File: src/rtl/slp_pkg.sv
package slp_pkg;
  typedef enum logic [2:0] {
    ST_IDLE,
    ST_PRE,
    ST_WAIT,
    ST_STB,
    ST_TAIL,
    ST_SETTLE
  } slp_state_e;
endpackage

File: src/rtl/slp_timer.sv
module slp_timer #(
  parameter int CNT_W = 24
) (
  input  logic             clk_i,
  input  logic             rst_ni,
  input  logic             load_i,
  input  logic [CNT_W-1:0] load_val_i,
  output logic             zero_o
);
  logic [CNT_W-1:0] cnt_q;

  always_ff @(posedge clk_i or negedge rst_ni) begin
    if (!rst_ni)            cnt_q <= '0;
    else if (load_i)        cnt_q <= load_val_i;
    else if (cnt_q != '0)   cnt_q <= cnt_q - 1'b1;
  end

  assign zero_o = (cnt_q == '0);
endmodule

File: src/rtl/slp_step_enc.sv
module slp_step_enc #(
  parameter int WORD_W   = 13,
  parameter int LOC_W    = 5,
  parameter int CTRL_W   = 8,
  parameter int DATA_BIT = 2,
  parameter int CLK_BIT  = 3,
  parameter int STEP_W   = 6
) (
  input  logic              clk_i,
  input  logic              rst_ni,
  input  logic              cap_i,
  input  logic [WORD_W-1:0] word_i,
  input  logic [LOC_W-1:0]  loc_i,
  input  logic [STEP_W-1:0] step_i,
  output logic [CTRL_W-1:0] ctrl_o
);
  localparam int BIT_W   = STEP_W - 1;
  localparam int FRAME_W = 3 + LOC_W + WORD_W;
  localparam int PAD_W   = 1 << BIT_W;

  logic [FRAME_W-1:0] frame_q;
  logic [PAD_W-1:0]   frame_pad;
  logic [STEP_W-1:0]  idx;

  // preamble sits in the low bits so it leaves first
  always_ff @(posedge clk_i or negedge rst_ni) begin
    if (!rst_ni)    frame_q <= '0;
    else if (cap_i) frame_q <= {word_i, loc_i, 3'b001};
  end

  assign frame_pad = PAD_W'(frame_q);
  assign idx       = step_i - STEP_W'(2);

  always_comb begin
    ctrl_o = '0;
    if (step_i != '0) begin
      ctrl_o[0] = 1'b1;
      if (step_i >= STEP_W'(2)) begin
        ctrl_o[DATA_BIT] = frame_pad[idx[STEP_W-1:1]];
        ctrl_o[CLK_BIT]  = idx[0];
      end
    end
  end
endmodule

File: src/rtl/serial_synth_loader.sv
module serial_synth_loader
  import slp_pkg::*;
#(
  parameter int WORD_W        = 13,
  parameter int LOC_W         = 5,
  parameter int CTRL_W        = 8,
  parameter int DATA_BIT      = 2,
  parameter int CLK_BIT       = 3,
  parameter int STB_BIT       = 6,
  parameter int RESTORE_LOC_W = 4,
  parameter int CNT_W         = 24,
  parameter int PRE_CYC       = 64,
  parameter int STB_CYC       = 4,
  parameter int POST_CYC      = 16,
  parameter int FINAL_CYC     = 128
) (
  input  logic              clk_i,
  input  logic              rst_ni,
  input  logic              start_i,
  input  logic [WORD_W-1:0] word_i,
  input  logic [LOC_W-1:0]  loc_i,
  input  logic [CTRL_W-1:0] ctrl_i,
  output logic [CTRL_W-1:0] ctrl_o,
  output logic              strobe_o,
  output logic              blank_o,
  output logic              done_o
);
  localparam int FRAME_W = 3 + LOC_W + WORD_W;
  localparam int N_STEP  = 2 + 2 * FRAME_W;
  localparam int BIT_W   = $clog2(FRAME_W + 1);
  localparam int STEP_W  = BIT_W + 1;

  slp_state_e        state_q;
  logic [STEP_W-1:0] step_q, step_sel;
  logic [CTRL_W-1:0] saved_q, ctrl_q, enc_val, stb_mask;
  logic [LOC_W-1:0]  loc_q;
  logic              strobe_q, blank_q, done_q;
  logic              tmr_load, tmr_zero, last_step, accept;
  logic [CNT_W-1:0]  tmr_val;

  assign accept    = (state_q == ST_IDLE) && start_i;
  assign last_step = (step_q == STEP_W'(N_STEP - 1));
  assign step_sel  = (state_q == ST_STB) ? step_q + 1'b1 : '0;
  assign stb_mask  = CTRL_W'(1) << STB_BIT;

  slp_timer #(.CNT_W(CNT_W)) i_timer (
    .clk_i      (clk_i),
    .rst_ni     (rst_ni),
    .load_i     (tmr_load),
    .load_val_i (tmr_val),
    .zero_o     (tmr_zero)
  );

  slp_step_enc #(
    .WORD_W   (WORD_W),
    .LOC_W    (LOC_W),
    .CTRL_W   (CTRL_W),
    .DATA_BIT (DATA_BIT),
    .CLK_BIT  (CLK_BIT),
    .STEP_W   (STEP_W)
  ) i_enc (
    .clk_i  (clk_i),
    .rst_ni (rst_ni),
    .cap_i  (accept),
    .word_i (word_i),
    .loc_i  (loc_i),
    .step_i (step_sel),
    .ctrl_o (enc_val)
  );

  always_comb begin
    tmr_load = 1'b0;
    tmr_val  = '0;
    unique case (state_q)
      ST_IDLE:   if (start_i)  begin tmr_load = 1'b1; tmr_val = CNT_W'(PRE_CYC - 1); end
      ST_PRE:    if (tmr_zero) begin tmr_load = 1'b1; tmr_val = CNT_W'(STB_CYC - 1); end
      ST_STB:    begin
        tmr_load = 1'b1;
        tmr_val  = last_step ? CNT_W'(POST_CYC - 1) : CNT_W'(STB_CYC - 1);
      end
      ST_TAIL:   if (tmr_zero) begin tmr_load = 1'b1; tmr_val = CNT_W'(FINAL_CYC - 1); end
      default: ;
    endcase
  end

  always_ff @(posedge clk_i or negedge rst_ni) begin
    if (!rst_ni) begin
      state_q  <= ST_IDLE;
      step_q   <= '0;
      saved_q  <= '0;
      loc_q    <= '0;
      ctrl_q   <= '0;
      strobe_q <= 1'b0;
      blank_q  <= 1'b0;
      done_q   <= 1'b0;
    end else begin
      unique case (state_q)
        ST_IDLE: begin
          done_q <= 1'b0;
          if (start_i) begin
            saved_q <= ctrl_i;
            loc_q   <= loc_i;
            ctrl_q  <= '0;
            blank_q <= 1'b1;
            state_q <= ST_PRE;
          end
        end
        ST_PRE: if (tmr_zero) begin
          step_q  <= '0;
          ctrl_q  <= enc_val;
          state_q <= ST_WAIT;
        end
        ST_WAIT: if (tmr_zero) begin
          strobe_q <= 1'b1;
          state_q  <= ST_STB;
        end
        ST_STB: begin
          strobe_q <= 1'b0;
          if (last_step) begin
            state_q <= ST_TAIL;
          end else begin
            step_q  <= step_q + 1'b1;
            ctrl_q  <= enc_val;
            state_q <= ST_WAIT;
          end
        end
        ST_TAIL: if (tmr_zero) begin
          blank_q <= 1'b0;
          ctrl_q  <= saved_q | stb_mask;
          state_q <= ST_SETTLE;
        end
        ST_SETTLE: if (tmr_zero) begin
          ctrl_q  <= CTRL_W'(loc_q[RESTORE_LOC_W-1:0]) | stb_mask;
          done_q  <= 1'b1;
          state_q <= ST_IDLE;
        end
        default: state_q <= ST_IDLE;
      endcase
    end
  end

  assign ctrl_o   = ctrl_q;
  assign strobe_o = strobe_q;
  assign blank_o  = blank_q;
  assign done_o   = done_q;

  p_strobe_single_r6: assert property (@(posedge clk_i) disable iff (!rst_ni)
    strobe_o |=> !strobe_o);
  p_ctrl_held_r6: assert property (@(posedge clk_i) disable iff (!rst_ni)
    strobe_o |-> $stable(ctrl_o));
  p_blank_at_strobe_r10: assert property (@(posedge clk_i) disable iff (!rst_ni)
    strobe_o |-> blank_o);
  p_done_unblanked_r10: assert property (@(posedge clk_i) disable iff (!rst_ni)
    done_o |-> !blank_o);
  p_done_single_r8: assert property (@(posedge clk_i) disable iff (!rst_ni)
    done_o |=> !done_o);
  p_busy_no_capture_r9: assert property (@(posedge clk_i) disable iff (!rst_ni)
    (blank_o && start_i) |=> blank_o);
endmodule

File: config.mk
export PLATFORM = sky130hd
export DESIGN_NAME = serial_synth_loader
export DESIGN_NICKNAME = d
export VERILOG_FILES = /design/src/rtl/slp_pkg.sv /design/src/rtl/slp_timer.sv /design/src/rtl/slp_step_enc.sv /design/src/rtl/serial_synth_loader.sv
export SDC_FILE = /design/constraint.sdc
export NUM_CORES = 1
export LEC_CHECK = 0
export ABC_AREA = 1
export BUFFER_PORTS_ARGS = -buffer_cell sky130_fd_sc_hd__buf_2
export CAP_MARGIN = 25
export CORE_MARGIN = 4
export CORE_UTILIZATION = 34
export DETAILED_ROUTE_END_ITERATION = 16
export GPL_TIMING_DRIVEN = 0
export PLACE_DENSITY = 0.56
export SETUP_SLACK_MARGIN = 0.5
export SYNTH_ARGS = -nofsm -noshare
export SYNTH_HDL_FRONTEND = slang
export SYNTH_HIERARCHICAL = 1
export SYNTH_SLANG_ARGS = --single-unit
export TNS_END_PERCENT = 50
File: constraint.sdc
create_clock -name clk_i -period 2.85 [get_ports clk_i]
set_clock_uncertainty 0.15 [all_clocks]
set_input_delay 0.1425 -clock clk_i [delete_from_list [all_inputs] [get_ports clk_i]]
set_output_delay 0.1425 -clock clk_i [all_outputs]
set_load 0.02 [all_outputs]
==> results of run 1 <==
[routing by layer]
| metal | up-vias | wire length (µm) |
|---|---|---|
| met5 | - | 0 |
| met4 | 0 | 188 |
| met3 | 14 | 322 |
| met2 | 50 | 5220 |
| met1 | 1895 | 5030 |
| li1 | 2167 | - |
[worst max path at each step]
| stage | startpoint | to | slack, ns |
|---|---|---|---|
| global route | step_q[1] | ctrl_o[2] | 0.24 |
| global placement | i_timer/cnt_q[0] | i_timer/cnt_q[20] | -0.08 |
| detailed placement | i_timer/cnt_q[0] | i_timer/cnt_q[17] | -0.13 |
| finish | step_q[1] | ctrl_o[2] | 0.42 |
| CTS | state_q[0] | ctrl_o[2] | 0.38 |
| floorplan | state_q[0] | ctrl_o[2] | 0.40 |
[placed cells by master, fill, tap and decap left out, types with 9 or more instances in the layout]
cell / Yosys / routed
dlygate4sd3_1: 0 / 26
o21ai_0: 23 / 21
dfrtp_1: 74 / 73
nor2_2: 8 / 10
nand2_1: 271 / 269
conb_1: 2 / 22
nand3_1: 53 / 50
inv_1: 50 / 44
nor2_1: 57 / 51
buf_2: 1 / 38
clkbuf_16: 0 / 9
inv_2: 4 / 9
buf_4: 8 / 33
[kinds of logic (layout without fill, tap and decap cells)]
family | count (synthesis) | after routing | synth area share
AND/OR/NAND/NOR | 418 | 418 | 0.412
buffers and inverters | 76 | 183 | 0.0809
flip-flops | 74 | 74 | 0.422
AO/OA/AOI/OAI | 38 | 38 | 0.0524
XOR/XNOR | 10 | 10 | 0.0199
adder cells (fa/ha/maj) | 4 | 4 | 0.0114
other | 2 | 22 | 0.00171
[Yosys cell counts, types with 7 or more instances]
cell type  number
nand2_1       271
nor2_2          8
nand3_1        53
o21ai_0        23
buf_4           8
dfrtp_1        74
nand4_1         7
inv_1          50
nor2_1         57
[worst register-to-register path, cell delays in order (launching register included)]
cell     delay (ns)
dfrtp_1        0.39
ha_1           0.28
inv_1          0.05
nor2_4         0.12
buf_6          0.12
inv_4          0.03
buf_8          0.11
ha_4           0.32
buf_4          0.12
nand3_1        0.07
nand3_1        0.09
nand3_1        0.07
nand2_1        0.09
a21oi_2        0.06
nand2_1        0.07
nand3_2        0.08
nand3_2        0.06
nand2_1        0.05
[sequential cells by signal, indices dropped and copies added, names as in the netlist]
signal         count
i_timer/cnt_q     24
strobe_o           1
ctrl_o             8
i_enc/frame_q     19
blank_o            1
state_q            3
step_q             6
done_o             1
loc_q              4
saved_q            7
[stage by stage]
step	utilization	power (mW)	instances	setup slack [ns]	setup TNS [ns]
3_5_place_dp	0.390	4.02	853	-0.125	-1.19
3_3_place_gp	0.388	3.97	852	-0.0777	-0.704
6_report	0.459	5.47	921	0.419	0
2_1_floorplan	-	3.47	642	0.402	0
4_1_cts	0.447	5.38	908	0.382	0
5_1_grt	0.459	5.96	921	0.242	0
[timing repair]
| item | CTS | global route |
|---|---|---|
| endpoints found under the hold margin | 103 | 0 |
| hold buffers | 26 | 0 |
| pin swaps | 15 | 8 |
| buffers inserted | 14 | 13 |
| endpoints found under the setup margin | 25 | 24 |
| resized for setup | 18 | 17 |
[power groups by stage]
| stage | registers (mW) | clock network, mW | logic, mW |
|---|---|---|---|
| CTS | 1.76 | 1.18 | 2.45 |
| global placement | 1.79 | 0 | 2.18 |
| floorplan | 1.75 | 0 | 1.72 |
| global route | 1.81 | 1.23 | 2.93 |
| detailed placement | 1.80 | 0 | 2.22 |
| finish | 1.76 | 1.15 | 2.56 |
[final cells by class]
| cell class | instances | area (µm²) | area share |
|---|---|---|---|
| Multi-Input combinational cell | 492 | 2360 | 0.407 |
| Clock inverter | 5 | 55.1 | 0.00951 |
| Timing Repair Buffer | 92 | 687 | 0.119 |
| Inverter | 58 | 231 | 0.0400 |
| Buffer | 18 | 153 | 0.0264 |
| Sequential cell | 74 | 1850 | 0.320 |
| Tap cell | 172 | 215 | 0.0372 |
| Clock buffer | 10 | 239 | 0.0413 |
==> metrics.csv, run 1 <==
metric;value;unit
CP arrival;2.51;ns
slack of the worst reg-to-reg path;0.42;ns
RSZ-0062 raised after global routing;true;
Yosys warning total;6;
CP max FO;7;
Mapped Cells;622;
Initial Util;0.348;
synth top area cells;dfrtp_1 42%, nand2_1 23%, nand3_1 6.0%;
P&R area growth vs syn;31.9;%
die area;14800;µm²
Clock Power Share;0.210;
synth unique cells;38;
DRT Wirelength;10800;µm
largest net degree at the start of global routing;59;
cells along the critical path;ha_1 > inv_1 > nor2_4 > buf_6 > inv_4 > buf_8 > ha_4 > buf_4 > nand3_1 > nand3_1 > nand3_1 > nand2_1 > a21oi_2 > nand2_1 > nand3_2 > nand3_2 > nand2_1;
clock buffer depth;2;
min cycle time layout;2.43;ns
Die W;122;µm
drt first pass iters;4;
first-pass GRT wire length;18400;µm
Top Usage Layer GRT;met2;
post-synth top area share;0.422;
clk root buf;clkbuf_16;
Slew Viols, Final;0;
max cap viols;0;
vias in the first global route;3990;
mapped cell area;4390;µm²
CTS Sinks;74;
met3 GRT Util;0.0325;
DR vias;4126;
worst reg2reg path depth;17;
Die Y;122;µm
Crit Reg-Reg Startpoint;step_q[1];
Syn Area/Cell;7.06;µm²
slowest stage delay, CP;0.39;ns
Final Cycle Share;0.853;
share of the yosys chip area belonging to registers;0.422;
TritonCTS Buffers;9;
Worst Path Required;2.93;ns
FILL cells;1326;
post-route ant nets;0;
Final Hold Fails;0;
Final #Nets;778;
final setup violation count;0;
Tot GR Track Use;0.155;
Slowest cell on crit path;dfrtp_1;
WHS;0.0843;ns
terminus of the critical flop-to-flop path;ctrl_o[2];
vias per cell;4.48;
# rows;41;
CTS tree;done;
Comb pwr share;0.468;
WL per Instance;11.7;µm
sw power;2.29;mW
n_diodes;0;
met2 Track Usage GR;0.259;
Power Internal;3.18;mW
Skew-Pair Late Insertion Delay;0.34;ns
number of flops mapped to enable cells by yosys;0;
most common flop cell mapped by yosys;dfrtp_1;
H-tree depth;3;
met1 usage;0.196;
IO Pins;40;
drt drc;0;
Worst path depth;17;
status;finished, final reports clean;
Async S/R FF share, synth;1.00;
Final Wtd Congestion;0.867;
Design Area, Final;5790;µm²
pwr dens;945;nW/µm²
Worst-path clk slew;0.06;ns
port buffer count;38;
Seq cells post-synth;74;
drt first-iter violations;231;
Top delay family on crit path;simple AND/OR/NAND/NOR gates;
Critical Path End Type;flop;
Yosys top cell by area;dfrtp_1;
DP HPWL;7540;µm
Worst Path Buf+Inv;5;
crit start category;flop;
initial antenna violation count;0;
sequential power share;0.322;
peak supply drop;0.412;mV
Max Fclk;411;MHz
Sw Share;0.419;
layout cells sized above 1;0.206;
Static Leak;3.01;nW
area of the core;12600;µm²
Area after DPL;4920;µm²
grt total ovfl;0;
critical path class;flop to flop;
worst min-delay path class;primary input to asynchronous set/reset pin;
(Power assumes the default switching activity.)
==> run 2, diff against run 1 <==
--- a/config.mk
+++ b/config.mk
@@ -8,6 +8,7 @@
 export ABC_AREA = 1
 export BUFFER_PORTS_ARGS = -buffer_cell sky130_fd_sc_hd__buf_2
 export CAP_MARGIN = 25
+export CORE_ASPECT_RATIO = 2
 export CORE_MARGIN = 4
 export CORE_UTILIZATION = 34
 export DETAILED_ROUTE_END_ITERATION = 16
@@ -18,4 +19,4 @@
 export SYNTH_HDL_FRONTEND = slang
 export SYNTH_HIERARCHICAL = 1
 export SYNTH_SLANG_ARGS = --single-unit
-export TNS_END_PERCENT = 50
+export TNS_END_PERCENT = 10
==> run 2 against run 1 <==
Net effect: via count up 2.8%; clock power grew 3%; combinational power rose by 4%; cell count is 1.6% lower; largest cell class unchanged.
==> metrics.csv, run 2 (synthesis gave the netlist of run 1 again) <==
metric;value;unit;change
CTS tree;done;;unchanged
n_diodes;0;;unchanged
Worst-path clk slew;0.06;ns;about the same
die area;14900;µm²;was 14800 µm²
FILL cells;1312;;was 1326
DRT Wirelength;11800;µm;was 10800 µm
Static Leak;3.06;nW;was 3.01 nW
H-tree depth;3;;unchanged
Die Y;169;µm;was 122 µm
TritonCTS Buffers;9;;unchanged
drt drc;0;;unchanged
max reg flops;24;;unchanged
Largest Register;i_timer/cnt_q;;unchanged
RSZ-0062 raised after global routing;true;;unchanged
DP HPWL;8580;µm;was 7540 µm
Final Wtd Congestion;0.866;;was 0.867
area of the core;12600;µm²;about the same
# rows;58;;was 41
peak supply drop;0.500;mV;was 0.412 mV
status;finished, final reports clean;;unchanged
port buffer count;38;;unchanged
WL per Instance;13.1;µm;was 11.7 µm
drt first-iter violations;167;;was 231
Skew-Pair Late Insertion Delay;0.34;ns;about the same
Critical Path End Type;flop;;unchanged
critical path class;flop to flop;;unchanged
first-pass GRT wire length;20200;µm;was 18400 µm
Top delay family on crit path;simple AND/OR/NAND/NOR gates;;unchanged
Die W;88.4;µm;was 122 µm
CTS Sinks;74;;unchanged
CP max FO;6;;was 7
slowest stage delay, CP;0.38;ns;was 0.39 ns
drt first pass iters;4;;unchanged
largest net degree at the start of global routing;54;;was 59
pwr dens;964;nW/µm²;was 945 nW/µm²
most common cell after layout, fill and taps aside;nand2_1;;unchanged
layout cells sized above 1;0.221;;was 0.206
CP arrival;2.62;ns;was 2.51 ns
Initial Util;0.348;;about the same
Worst Path Buf+Inv;5;;unchanged
Max Fclk;401;MHz;was 411 MHz
cells along the critical path;ha_1 > inv_2 > nor2_4 > buf_6 > inv_4 > buf_8 > ha_4 > buf_6 > nand3_1 > nand3_1 > nand3_1 > nand2_1 > a21oi_2 > nand2_1 > nand3_1 > nand3_1 > nand2_1;;was ha_1 > inv_1 > nor2_4 > buf_6 > inv_4 > buf_8 > ha_4 > buf_4 > nand3_1 > nand3_1 > nand3_1 > nand2_1 > a21oi_2 > nand2_1 > nand3_2 > nand3_2 > nand2_1
crit start category;flop;;unchanged
setup TNS;0;ns;unchanged
post-route ant nets;0;;unchanged
clock buffer depth;2;;unchanged
IO Pins;40;;unchanged
Tot GR Track Use;0.173;;was 0.155
Final #Nets;784;;was 778
final setup violation count;0;;unchanged
min cycle time layout;2.49;ns;was 2.43 ns
most used cell, CP;nand3_1;;
Worst Path Required;2.98;ns;was 2.93 ns
Final Cycle Share;0.875;;was 0.853
P&R area growth vs syn;33.4;%;was 31.9%
Slew Viols, Final;0;;unchanged
initial antenna violation count;0;;unchanged
vias per cell;4.68;;was 4.48
vias in the first global route;4335;;was 3990
most frequent cells in the layout;268 x nand2_1, 73 x dfrtp_1, 50 x nand3_1;;was 269 x nand2_1, 73 x dfrtp_1, 51 x nor2_1
DR vias;4242;;was 4126
worst min-delay path class;primary input to asynchronous set/reset pin;;unchanged
max cap viols;0;;unchanged
Final Hold Fails;0;;unchanged
clk root buf;clkbuf_16;;unchanged
Slowest cell on crit path;dfrtp_1;;unchanged
WHS;0.0900;ns;was 0.0843 ns
grt total ovfl;0;;unchanged
run 2: final cells by class:
cell class / instances / area, µm² / share of cell area
repair buffers: 98 / 748 / 0.128
well taps: 150 / 188 / 0.0321
clock inverters: 6 / 72.6 / 0.0124
flip-flops and latches: 74 / 1850 / 0.316
plain buffers: 18 / 149 / 0.0254
multi-input cells: 492 / 2360 / 0.404
inverters: 58 / 241 / 0.0412
clock buffers: 10 / 239 / 0.0408
run 2: where the power goes:
part / total (mW) / switching (mW) / leakage [nW] / internal (mW)
sequential: 1.80 / 0.331 / 0.931 / 1.47
combinational: 2.66 / 1.62 / 1.97 / 1.04
clock: 1.19 / 0.478 / 0.150 / 0.711
run 2: layer usage:
metal | vias up | global-route usage | part of all wire | routed length (µm)
li1 | 2172 | - | - | -
met1 | 1961 | 0.169 | 0.34 | 4070
met2 | 77 | 0.335 | 0.60 | 7090
met3 | 32 | 0.0312 | 0.023 | 275
met4 | 0 | 0.0757 | 0.034 | 403
met5 | - | 0 | 0 | 0
run 2: timing repair:
item                                    CTS  global route
endpoints found under the hold margin   103             0
endpoints found under the setup margin   25            28
gates cloned                              0             0
gates resized for setup                  22            24
pin swaps                                18            15
setup buffers                            20            13
hold buffers                             26             0
run 2: final timing paths:
path	cells past startpoint	from	endpoint	slack, ns
worst max-delay path	17	step_q[0]	ctrl_o[2]	0.36
worst min-delay path	2	rst_ni	i_timer/cnt_q[17]	0.09
worst max register to register	17	step_q[0]	ctrl_o[2]	0.36
worst min register to register	2	i_enc/frame_q[0]	i_enc/frame_q[0]	0.30
max in group asynchronous	3	rst_ni	loc_q[2]	1.90
min in group clk_i	5	start_i	saved_q[7]	0.12
run 2: stage by stage:
stage               power (mW)  utilization  instances  setup slack (ns)  instance area [µm²]
floorplan                 3.47            -        642             0.402                 4490
global placement          4.01        0.385        830           -0.0450                 4860
detailed placement        4.08        0.388        831           -0.0874                 4890
CTS                       5.56        0.451        893             0.352                 5690
global route              6.17        0.464        906             0.170                 5860
finish                    5.64        0.464        906             0.356                 5860
==> run 3, diff against run 2 <==
--- a/config.mk
+++ b/config.mk
@@ -6,14 +6,14 @@
 export NUM_CORES = 1
 export LEC_CHECK = 0
 export ABC_AREA = 1
-export BUFFER_PORTS_ARGS = -buffer_cell sky130_fd_sc_hd__buf_2
 export CAP_MARGIN = 25
 export CORE_ASPECT_RATIO = 2
 export CORE_MARGIN = 4
 export CORE_UTILIZATION = 34
 export DETAILED_ROUTE_END_ITERATION = 16
+export DONT_BUFFER_PORTS = 1
 export GPL_TIMING_DRIVEN = 0
-export PLACE_DENSITY = 0.56
+export PLACE_DENSITY = 0.54
 export SETUP_SLACK_MARGIN = 0.5
 export SYNTH_ARGS = -nofsm -noshare
 export SYNTH_HDL_FRONTEND = slang
==> run 3 against run 2 <==
Net effect: fmax fell by 1.3%; largest power group unchanged; worst setup slack worse by 0.032 ns; largest cell class unchanged; sequential share of layout area is 1.7 points higher; core utilization decreased by 2.3 points; clock power is 3% higher; via count is 5.5% lower; wire length decreased by 3.6%; die area is the same; global-route usage down 0.45 points; register-to-register slack got worse by 0.03 ns; non-clock buffer count down 53; critical path type unchanged; critical endpoint unchanged; highest routed layer unchanged; combinational power down 7%.
==> metrics.csv, run 3 (synthesis gave the netlist of run 1 again) <==
metric;value;unit;change
P&R area growth vs syn;26.6;%;was 33.4%
Largest Register;i_timer/cnt_q;;unchanged
vias per cell;4.70;;was 4.68
clock buffer depth;2;;unchanged
Worst Path Buf+Inv;4;;was 5
Final #Nets;731;;was 784
Slew Viols, Final;0;;unchanged
worst reg2reg path depth;17;;unchanged
Total Power Consumption;5.55;mW;was 5.64 mW
die area;14900;µm²;unchanged
CP arrival;2.65;ns;was 2.62 ns
post-route ant nets;0;;unchanged
final cell count without fillers;852;;was 906
DRT Wirelength;11400;µm;was 11800 µm
layout cells sized above 1;0.162;;was 0.221
setup TNS;0;ns;unchanged
most used cell, CP;nand2_1;;was nand3_1
cell count after placement;792;;was 831
Worst Path Required;2.97;ns;was 2.98 ns
Critical Path End Type;flop;;unchanged
CP max FO;6;;unchanged
slowest stage delay, CP;0.41;ns;was 0.38 ns
FILL cells;1350;;was 1312
CTS Sinks;74;;unchanged
WHS;0.0215;ns;was 0.0900 ns
DR vias;4007;;was 4242
Worst-path clk slew;0.06;ns;about the same
# rows;58;;unchanged
worst min-delay path class;primary input to flop;;was primary input to asynchronous set/reset pin
max cap viols;0;;unchanged
pwr dens;998;nW/µm²;was 964 nW/µm²
Max Fclk;396;MHz;was 401 MHz
most frequent cells in the layout;269 x nand2_1, 72 x dfrtp_1, 50 x nand3_1;;was 268 x nand2_1, 73 x dfrtp_1, 50 x nand3_1
Final Hold Fails;0;;unchanged
TritonCTS Buffers;9;;unchanged
vias in the first global route;4130;;was 4335
WL per Instance;13.4;µm;was 13.1 µm
cell depth of the worst hold path;4;;
IO Pins;40;;unchanged
drt first pass iters;5;;was 4
Final Cycle Share;0.886;;was 0.875
CTS tree;done;;unchanged
slack of the worst reg-to-reg path;0.32;ns;was 0.36 ns
Die W;88.4;µm;unchanged
Skew-Pair Late Insertion Delay;0.33;ns;was 0.34 ns
Top delay family on crit path;simple AND/OR/NAND/NOR gates;;unchanged
Crit Reg-Reg Startpoint;step_q[1];;was step_q[0]
Worst path depth;17;;unchanged
n_diodes;0;;unchanged
Final Wtd Congestion;0.883;;was 0.866
first-pass GRT wire length;19600;µm;was 20200 µm
drt drc;0;;unchanged
port buffer count;0;;was 38
Hold EP;saved_q[7];;
cells along the critical path;ha_1 > inv_1 > nor2_4 > buf_6 > inv_4 > buf_8 > ha_4 > nand2_4 > o21ai_2 > nand2_1 > nand3b_1 > nand2_1 > a21oi_2 > nand2_1 > nand3_1 > nand3_1 > nand2_1;;was ha_1 > inv_2 > nor2_4 > buf_6 > inv_4 > buf_8 > ha_4 > buf_6 > nand3_1 > nand3_1 > nand3_1 > nand2_1 > a21oi_2 > nand2_1 > nand3_1 > nand3_1 > nand2_1
area of the core;12600;µm²;unchanged
DP HPWL;8250;µm;was 8580 µm
clk root buf;clkbuf_16;;unchanged
RSZ-0062 raised after global routing;true;;unchanged
Initial Util;0.348;;unchanged
crit start category;flop;;unchanged
Die Y;169;µm;unchanged
H-tree depth;3;;unchanged
Tot GR Track Use;0.168;;was 0.173
grt total ovfl;0;;unchanged
Design Area, Final;5560;µm²;was 5860 µm²
min cycle time layout;2.53;ns;was 2.49 ns
peak supply drop;0.606;mV;was 0.500 mV
terminus of the critical flop-to-flop path;ctrl_o[2];;unchanged
Hold Path Origin;start_i;;
initial antenna violation count;0;;unchanged
most common cell after layout, fill and taps aside;nand2_1;;unchanged
drt first-iter violations;134;;was 167
Slowest cell on crit path;dfrtp_1;;unchanged
Area after DPL;4670;µm²;was 4890 µm²
largest net degree at the start of global routing;75;;was 54
Static Leak;2.82;nW;was 3.06 nW
critical path class;flop to flop;;unchanged
status;finished, final reports clean;;unchanged
max reg flops;24;;unchanged
DP Worst Slack;-0.0747;ns;was -0.0874 ns
fin worst setup slack;0.324;ns;was 0.356 ns
final setup violation count;0;;unchanged
Final Util;0.440;;was 0.464
-- run 3: per-layer routing --
| layer | GRT usage | up-vias | share of wire |
|---|---|---|---|
| met3 | 0.0278 | 20 | 0.028 |
| met5 | 0 | - | 0 |
| met2 | 0.328 | 67 | 0.60 |
| li1 | - | 2065 | - |
| met4 | 0.0724 | 0 | 0.028 |
| met1 | 0.165 | 1855 | 0.35 |
-- run 3: where the power goes --
group | switching, mW | total [mW] | internal, mW
registers | 0.384 | 1.85 | 1.47
clock network | 0.440 | 1.23 | 0.787
logic | 1.52 | 2.47 | 0.945
total | 2.35 | 5.55 | 3.20
-- run 3: cell type report --
cell class / instances / area (µm²) / share of cell area
plain buffers: 18 / 148 / 0.0266
multi-input cells: 492 / 2380 / 0.428
well taps: 150 / 188 / 0.0338
repair buffers: 45 / 430 / 0.0774
inverters: 58 / 239 / 0.0430
clock inverters: 4 / 76.3 / 0.0137
clock buffers: 11 / 243 / 0.0437
flip-flops and latches: 74 / 1850 / 0.333
-- run 3: how the worst max path moves through the flow --
stage | startpoint | endpoint
CTS | state_q[0] | ctrl_o[2]
global route | state_q[0] | ctrl_o[2]
floorplan | state_q[0] | ctrl_o[2]
finish | step_q[1] | ctrl_o[2]
global placement | i_timer/cnt_q[0] | i_timer/cnt_q[22]
detailed placement | i_timer/cnt_q[0] | i_timer/cnt_q[22]
-- run 3: worst min-delay path, delay by kind of cell --
kind / cells / cell delay [ns]
compound gates: 1 / 0.06
simple gates: 2 / 0.15
buf+inv: 1 / 0.10
-- run 3: what timing repair did --
item	in CTS	in global routing
resized for setup	26	21
pin swaps	18	12
hold buffers	27	0
buffers inserted	14	4
setup endpoints to repair	25	30
hold endpoints to repair	103	0
